===== src/rtl/tla_pkg.sv =====
// Shared constants and the count-code decoder for the temperature limit alert.
// Assumes 8-bit register data and address.
package tla_pkg;
    localparam int DATA_W   = 8;
    localparam int ADDR_W   = 8;
    localparam int RUN_W    = 3;
    localparam int RUN_MAX  = 4;

    localparam logic [ADDR_W-1:0] A_MAIN     = 8'h02;
    localparam logic [ADDR_W-1:0] A_LIM_BASE = 8'h05;
    localparam logic [ADDR_W-1:0] A_CFG      = 8'h20;
    localparam logic [ADDR_W-1:0] A_HSTAT    = 8'h35;
    localparam logic [ADDR_W-1:0] A_LSTAT    = 8'h36;

    localparam int MAIN_HIGH_BIT = 4;
    localparam int MAIN_LOW_BIT  = 3;

    localparam logic [DATA_W-1:0] CFG_RST  = 8'h70;
    localparam logic [DATA_W-1:0] CFG_MASK = 8'h77;

    // Required run length: one plus the ones counted upward from bit 0.
    function automatic logic [RUN_W-1:0] run_need(input logic [2:0] code);
        if (!code[0])      return 3'd1;
        else if (!code[1]) return 3'd2;
        else if (!code[2]) return 3'd3;
        else               return 3'd4;
    endfunction
endpackage


===== src/rtl/tla_regs.sv =====
// Programmable limit and count registers.
// Channel ch high limit at A_LIM_BASE+2*ch and low limit one above it.
// Assumes TEMP_W <= DATA_W.
module tla_regs #(
    parameter int TEMP_W = 8,
    parameter int NUM_CH = 2,
    parameter logic [TEMP_W-1:0] HI_RST = 8'h55,
    parameter logic [TEMP_W-1:0] LO_RST = 8'h00
) (
    input  logic                              clk,
    input  logic                              rst_n,
    input  logic                              wr,
    input  logic [tla_pkg::ADDR_W-1:0]        addr,
    input  logic [tla_pkg::DATA_W-1:0]        wdata,
    output logic [NUM_CH-1:0][TEMP_W-1:0]     hi_lim,
    output logic [NUM_CH-1:0][TEMP_W-1:0]     lo_lim,
    output logic [tla_pkg::DATA_W-1:0]        cfg
);
    import tla_pkg::*;

    for (genvar ch = 0; ch < NUM_CH; ch++) begin : g_lim
        localparam logic [ADDR_W-1:0] A_HI = ADDR_W'(int'(A_LIM_BASE) + 2*ch);
        localparam logic [ADDR_W-1:0] A_LO = ADDR_W'(int'(A_LIM_BASE) + 2*ch + 1);

        // Limit storage for one channel.
        always_ff @(posedge clk) begin
            if (!rst_n) begin
                hi_lim[ch] <= HI_RST;
                lo_lim[ch] <= LO_RST;
            end else if (wr) begin
                if (addr == A_HI) hi_lim[ch] <= wdata[TEMP_W-1:0];
                if (addr == A_LO) lo_lim[ch] <= wdata[TEMP_W-1:0];
            end
        end
    end

    // Count register; unused bits never stored.
    always_ff @(posedge clk) begin
        if (!rst_n)                   cfg <= CFG_RST;
        else if (wr && addr == A_CFG) cfg <= wdata & CFG_MASK;
    end

    assert_cfg_reserved_R12: assert property (@(posedge clk) disable iff (!rst_n)
        (cfg & ~CFG_MASK) == '0);
endmodule


===== src/rtl/tla_filter.sv =====
// Consecutive out-of-limit run counter for one channel/limit pair.
// Saturates at RUN_MAX, restarts on an in-limit sample.
// qual is valid in the sample cycle only.
module tla_filter #(
    parameter int RUN_MAX = tla_pkg::RUN_MAX,
    localparam int RUN_W  = tla_pkg::RUN_W
) (
    input  logic             clk,
    input  logic             rst_n,
    input  logic             sample,
    input  logic             out_lim,
    input  logic [RUN_W-1:0] need,
    output logic             qual
);
    logic [RUN_W-1:0] run_q, run_d;

    // Next run length for the current sample.
    always_comb begin
        if (!out_lim)                       run_d = '0;
        else if (run_q >= RUN_W'(RUN_MAX))  run_d = RUN_W'(RUN_MAX);
        else                                run_d = run_q + 1'b1;
    end

    assign qual = sample && out_lim && (run_d >= need);

    // Run counter advances only on samples.
    always_ff @(posedge clk) begin
        if (!rst_n)      run_q <= '0;
        else if (sample) run_q <= run_d;
    end

    assert_run_bound_R3: assert property (@(posedge clk) disable iff (!rst_n)
        run_q <= RUN_W'(RUN_MAX));
    assert_run_restart_R5: assert property (@(posedge clk) disable iff (!rst_n)
        (sample && !out_lim) |=> (run_q == '0));
endmodule


===== src/rtl/tla_flag.sv =====
// One limit status flag, latched or comparator behaviour.
// A set beats a read-clear in the same cycle.
module tla_flag (
    input  logic clk,
    input  logic rst_n,
    input  logic sample,
    input  logic qual,
    input  logic rd_clr,
    input  logic cmp_mode,
    output logic flag
);
    // Flag update by mode.
    always_ff @(posedge clk) begin
        if (!rst_n)              flag <= 1'b0;
        else if (cmp_mode) begin
            if (sample)          flag <= qual;
        end else if (sample && qual) flag <= 1'b1;
        else if (rd_clr)         flag <= 1'b0;
    end

    assert_set_wins_R9: assert property (@(posedge clk) disable iff (!rst_n)
        (!cmp_mode && sample && qual) |=> flag);
    assert_latch_hold_R8: assert property (@(posedge clk) disable iff (!rst_n)
        (!cmp_mode && !sample && !rd_clr) |=> $stable(flag));
    assert_cmp_no_clear_R10: assert property (@(posedge clk) disable iff (!rst_n)
        (cmp_mode && !sample) |=> $stable(flag));
endmodule


===== src/rtl/temp_limit_alert.sv =====
// Temperature limit alert: per-channel high/low compare, run filter,
// read-to-clear status flags, main status summary and active-low alert.
// Assumes NUM_CH <= 8 and TEMP_W <= 8. Compares are unsigned.
module temp_limit_alert #(
    parameter int TEMP_W = 8,
    parameter int NUM_CH = 2
) (
    input  logic                          clk,
    input  logic                          rst_n,
    input  logic                          meas_valid,
    input  logic [NUM_CH-1:0][TEMP_W-1:0] meas_data,
    input  logic                          cmp_mode,
    input  logic                          reg_rd,
    input  logic                          reg_wr,
    input  logic [7:0]                    reg_addr,
    input  logic [7:0]                    reg_wdata,
    output logic [7:0]                    reg_rdata,
    output logic                          alert_n
);
    import tla_pkg::*;

    logic [NUM_CH-1:0][TEMP_W-1:0] hi_lim, lo_lim;
    logic [DATA_W-1:0]             cfg;
    logic [RUN_W-1:0]              need;
    logic [NUM_CH-1:0]             out_hi, out_lo, qual_hi, qual_lo;
    logic [NUM_CH-1:0]             hi_stat, lo_stat;
    logic                          clr_hi, clr_lo;

    tla_regs #(.TEMP_W(TEMP_W), .NUM_CH(NUM_CH)) u_regs (
        .clk(clk), .rst_n(rst_n), .wr(reg_wr), .addr(reg_addr),
        .wdata(reg_wdata), .hi_lim(hi_lim), .lo_lim(lo_lim), .cfg(cfg));

    assign need   = run_need(cfg[2:0]);
    assign clr_hi = reg_rd && (reg_addr == A_HSTAT);
    assign clr_lo = reg_rd && (reg_addr == A_LSTAT);

    for (genvar ch = 0; ch < NUM_CH; ch++) begin : g_ch
        assign out_hi[ch] = meas_data[ch] > hi_lim[ch];
        assign out_lo[ch] = meas_data[ch] < lo_lim[ch];

        tla_filter u_hi_run (.clk(clk), .rst_n(rst_n), .sample(meas_valid),
            .out_lim(out_hi[ch]), .need(need), .qual(qual_hi[ch]));
        tla_filter u_lo_run (.clk(clk), .rst_n(rst_n), .sample(meas_valid),
            .out_lim(out_lo[ch]), .need(need), .qual(qual_lo[ch]));

        tla_flag u_hi_flag (.clk(clk), .rst_n(rst_n), .sample(meas_valid),
            .qual(qual_hi[ch]), .rd_clr(clr_hi), .cmp_mode(cmp_mode),
            .flag(hi_stat[ch]));
        tla_flag u_lo_flag (.clk(clk), .rst_n(rst_n), .sample(meas_valid),
            .qual(qual_lo[ch]), .rd_clr(clr_lo), .cmp_mode(cmp_mode),
            .flag(lo_stat[ch]));
    end

    // Register read multiplexer.
    always_comb begin
        reg_rdata = '0;
        if (reg_addr == A_MAIN) begin
            reg_rdata[MAIN_HIGH_BIT] = |hi_stat;
            reg_rdata[MAIN_LOW_BIT]  = |lo_stat;
        end else if (reg_addr == A_CFG) begin
            reg_rdata = cfg;
        end else if (reg_addr == A_HSTAT) begin
            reg_rdata[NUM_CH-1:0] = hi_stat;
        end else if (reg_addr == A_LSTAT) begin
            reg_rdata[NUM_CH-1:0] = lo_stat;
        end
        for (int ch = 0; ch < NUM_CH; ch++) begin
            if (reg_addr == 8'(int'(A_LIM_BASE) + 2*ch))     reg_rdata[TEMP_W-1:0] = hi_lim[ch];
            if (reg_addr == 8'(int'(A_LIM_BASE) + 2*ch + 1)) reg_rdata[TEMP_W-1:0] = lo_lim[ch];
        end
    end

    assign alert_n = ~(|hi_stat || |lo_stat);

    assert_hstat_clear_R8: assert property (@(posedge clk) disable iff (!rst_n)
        (clr_hi && !cmp_mode && !meas_valid) |=> (hi_stat == '0));
    assert_lstat_clear_R8: assert property (@(posedge clk) disable iff (!rst_n)
        (clr_lo && !cmp_mode && !meas_valid) |=> (lo_stat == '0));
    assert_alert_after_sample_R11: assert property (@(posedge clk) disable iff (!rst_n)
        $fell(alert_n) |-> $past(meas_valid));
endmodule


===== config.mk =====
export PLATFORM = sky130hd
export DESIGN_NAME = temp_limit_alert
export DESIGN_NICKNAME = d
export VERILOG_FILES = /design/src/rtl/tla_pkg.sv /design/src/rtl/tla_regs.sv /design/src/rtl/tla_filter.sv /design/src/rtl/tla_flag.sv /design/src/rtl/temp_limit_alert.sv
export SDC_FILE = /design/constraint.sdc
export NUM_CORES = 1
export LEC_CHECK = 0
export BUFFER_PORTS_ARGS = -buffer_cell sky130_fd_sc_hd__buf_2
export CORE_ASPECT_RATIO = 0.75
export CORE_MARGIN = 2
export CORE_UTILIZATION = 45
export CTS_BUF_LIST = sky130_fd_sc_hd__clkbuf_8
export DETAILED_ROUTE_END_ITERATION = 10
export GPL_ROUTABILITY_DRIVEN = 0
export SYNTH_ARGS = -nofsm -noshare
export SYNTH_HDL_FRONTEND = slang
export SYNTH_SLANG_ARGS = --single-unit

===== constraint.sdc =====
create_clock -name clk -period 5.5 [get_ports clk]
set_input_delay 1.1 -clock clk [delete_from_list [all_inputs] [get_ports clk]]
set_output_delay 1.1 -clock clk [all_outputs]
set_load 0.05 [all_outputs]

==> results.sh <==
export IMPL_portBuffers=46
export IMPL_ir_drop_v=0.00009092
export IMPL_syn_inst=478
export IMPL_grt_pass1_wl_microns=14830
export IMPL_post_cts_buffers=0
export IMPL_die_area_sq_mm=0.008970
export IMPL_power_leakage_nw=1.810
export IMPL_status="completed"
export IMPL_synth_edf_count=0
export IMPL_syn_num_nets=566
export IMPL_cts_root_buf="clkbuf_8"
export IMPL_synth_area_sq_mm=0.003700
export IMPL_end_kind="primary output"
export IMPL_detailed_place_hpwl_microns=7064
export IMPL_power_uw=800.4
export IMPL_n_fill_cell=807
export IMPL_track_usage_pct=21.42
export IMPL_drtPass1Iterations=4
export IMPL_synth_compound_area_share_pct=19.01
export IMPL_ctsHoldBuffers=0
export IMPL_vias=3382
export IMPL_max_cap_violations=0
export IMPL_worst_pin_slew_ns=0.7482
export IMPL_p_per_area_mw_per_mm2=196.0
export IMPL_final_nets=598
export IMPL_synth_top_cell_by_area="dfxtp_1"
export IMPL_ys_types=45
export IMPL_rows=28
export IMPL_worstPathRequired_ns=4.40
export IMPL_grt_overflow=0
export IMPL_criticalPathCategory="in2out"
export IMPL_clkPwrFrac_pct=34.2
export IMPL_synthTopCellsByArea="dfxtp_1 29%, ha_1 17%, nand2_1 7.2%"
export IMPL_cts_tree="yes"
export IMPL_drive_gt1_share_pct=11.55
export IMPL_finalSetupViolations=0
export IMPL_area_growth_pct=10.35
export IMPL_ant_nets=0
export IMPL_seq_power_share_pct=50.1
export IMPL_fin_setup_tns_ns=0
export IMPL_yosysSeqAreaShare_pct=29.22
export IMPL_viasPerCell=5.490
export IMPL_cts_reportedPaths_clkPinSlew_ns=0.11
export IMPL_period_minus_slack_ns=4.071
export IMPL_io_pin_count=47
export IMPL_p_int_uw=579.1
export IMPL_async_flop_share_pct=0
export IMPL_initial_core_util_pct=46.73
export IMPL_synth_top_family_by_area="simple AND/OR/NAND/NOR gates"
export IMPL_syn_avg_cell_area_sq_um=7.740
export IMPL_critPathArrivalTime_ns=2.97
export IMPL_wl_microns=9203
export IMPL_synth_xor_area_share_pct=0
export IMPL_die_height_microns=82.53
export IMPL_n_antenna_cell=0
export IMPL_synthAdderAreaFrac_pct=16.91
export IMPL_dieWidth_microns=108.7
export IMPL_post_cts_resized=0
export IMPL_synth_ff_type="dfxtp_1"
export IMPL_fmax_ghz=0.2457
export IMPL_min_path_type="reg2reg"
export IMPL_p_sw_uw=221.3
export IMPL_r2r_setup_slack_ns=2.69
export IMPL_swShare_pct=27.65
export IMPL_core_area_sq_mm=0.007918
export IMPL_grt_max_degree=65
export IMPL_slew_headroom_pct=49.85
export IMPL_critPathTopFamily="simple AND/OR/NAND/NOR gates"
export IMPL_rsz0062_at_grt="no"
export IMPL_cp_max_fo=21
export IMPL_path_buf_inv=2
export IMPL_min_period_over_period_pct=74.01
export IMPL_finalMaxSlewViolations=0
export IMPL_clock_skew_ns=0.01097
export IMPL_path_cells="buf_2 -> or3_1 -> nor3_2 -> a22oi_1 -> o21ai_0 -> buf_2"
export IMPL_synthSimpleGateAreaFrac_pct=23.81
export IMPL_synth_warnings=0
export IMPL_p_comb_share_pct=15.7
export IMPL_ys_ff_latch=54
export IMPL_cts_buffers=5
export IMPL_drc=0
export IMPL_cts_buffer_depth=2
export IMPL_hold_violations=0
export IMPL_cpMaxStageDelayCell="nor3_2"
export IMPL_yosysTopAreaCellShare_pct=29.22
export IMPL_max_stage_delay_ns=0.58
export IMPL_antenna_found_initial=0
export IMPL_synth_mux_area_share_pct=3.517
export IMPL_path_common_cell="buf_2"
export IMPL_wl_per_cell_microns=14.94
export IMPL_cp_start_kind="input port"
export IMPL_clk_latency_ns=0.32
export IMPL_clkSinkCount=54
export IMPL_first_global_vias=3085
export IMPL_ctsHtreeMaxLevel=2
export IMPL_drt_iter0_drc=208
-- area by class of cell --
type                    count  area [sq um]  share of cell area [%]
clock buffers               5         68.82                   1.686
clock inverters             3         40.04                  0.9807
inverters                  47         176.4                   4.321
multi-input cells         354          2340                   57.31
flip-flops and latches     54          1081                   26.48
well taps                 105         131.4                   3.218
repair buffers             48         245.2                   6.007
-- cells in the mapped netlist (2+ instances only) --
cell       n
a211o_1    2
a211oi_1   4
a21boi_0   5
a21boi_1   7
a21o_1     9
a21oi_1   24
a22oi_1    8
and3_1     2
buf_2      6
buf_4      2
clkbuf_1  13
dfxtp_1   54
ha_1      50
inv_1     47
mux2i_1   13
nand2_1   71
nand2b_1   6
nand3_1   36
nand3b_1   8
nand4_1   10
nor2_1    18
nor2b_1    6
nor3_1     4
nor3b_1    2
nor4_1     3
o211ai_1   4
o21a_1     3
o21ai_0   38
o22ai_1    2
o31ai_1    4
or3_1      3
-- worst paths after layout --
check	from	to	cells after the start
max	reg_addr[1]	reg_rdata[2]	6
min	u_regs.cfg[4]	u_regs.cfg[4]	2
min reg2reg	u_regs.cfg[4]	u_regs.cfg[4]	2
max reg2reg	u_regs.lo_lim[9]	g_ch[1].u_lo_flag.flag	11
-- metal layers --
metal | part of all wire [%] | vias to the layer above | GRT usage, %
li1 | - | 1731 | -
met1 | 51 | 1569 | 30.58
met2 | 44 | 75 | 34.50
met3 | 4.3 | 7 | 3.689
met4 | 0.66 | 0 | 3.462
met5 | 0 | - | 0
-- layout by cell type, fill, tap and decap left out, drive strengths merged, types with 8 or more instances in the layout --
master and n:
a21boi 12, a21o 9, a21oi 24, a22oi 8, buf 48, dfxtp 54
ha 50, inv 47, mux2i 13, nand2 71, nand3 36, nand3b 8
nand4 10, nor2 18, o21ai 39
-- worst min-delay path, stage by stage (launching register included) --
cell     delay, ns
dfxtp_1       0.33
nand2_1       0.05
nand3_1       0.06
-- power by group through the flow --
stage                     Clock, mW  Sequential [mW]  Combinational (mW)
after floorplan                   0            0.408              0.0821
after global placement            0            0.410               0.122
after detailed placement          0            0.410               0.125
after CTS                     0.280            0.401               0.126
after global routing          0.301            0.402               0.143
final                         0.274            0.401               0.126
-- sequential cells by signal, summed over array words and instances, names as in the netlist --
| signal | flops |
|---|---|
| u_regs.cfg | 6 |
| g_ch.u_lo_run.run_q | 6 |
| g_ch.u_lo_flag.flag | 2 |
| g_ch.u_hi_run.run_q | 6 |
| u_regs.hi_lim | 16 |
| g_ch.u_hi_flag.flag | 2 |
| u_regs.lo_lim | 16 |
-- stage by stage --
stage	hold WS (ns)	setup WS [ns]	instance area [sq um]	utilization, %	instances
floorplan	0.4404	1.266	3700	-	478
global placement	0.4518	1.489	3974	50.19	608
detailed placement	0.4595	1.487	3974	50.19	608
CTS	0.4788	1.477	4083	51.56	616
global route	0.4899	1.327	4083	51.56	616
finish	0.4754	1.429	4083	51.56	616
-- logic make-up (layout without fill, tap and decap cells) --
kind of cell | after synthesis | count (layout)
buffers and inverters | 70 | 103
muxes | 13 | 13
and+or+nand+nor | 177 | 177
DFF | 54 | 54
AOI/OAI and AO/OA | 114 | 114
adders and majority gates | 50 | 50
No activity file was read; power rests on OpenSTA's default activity.
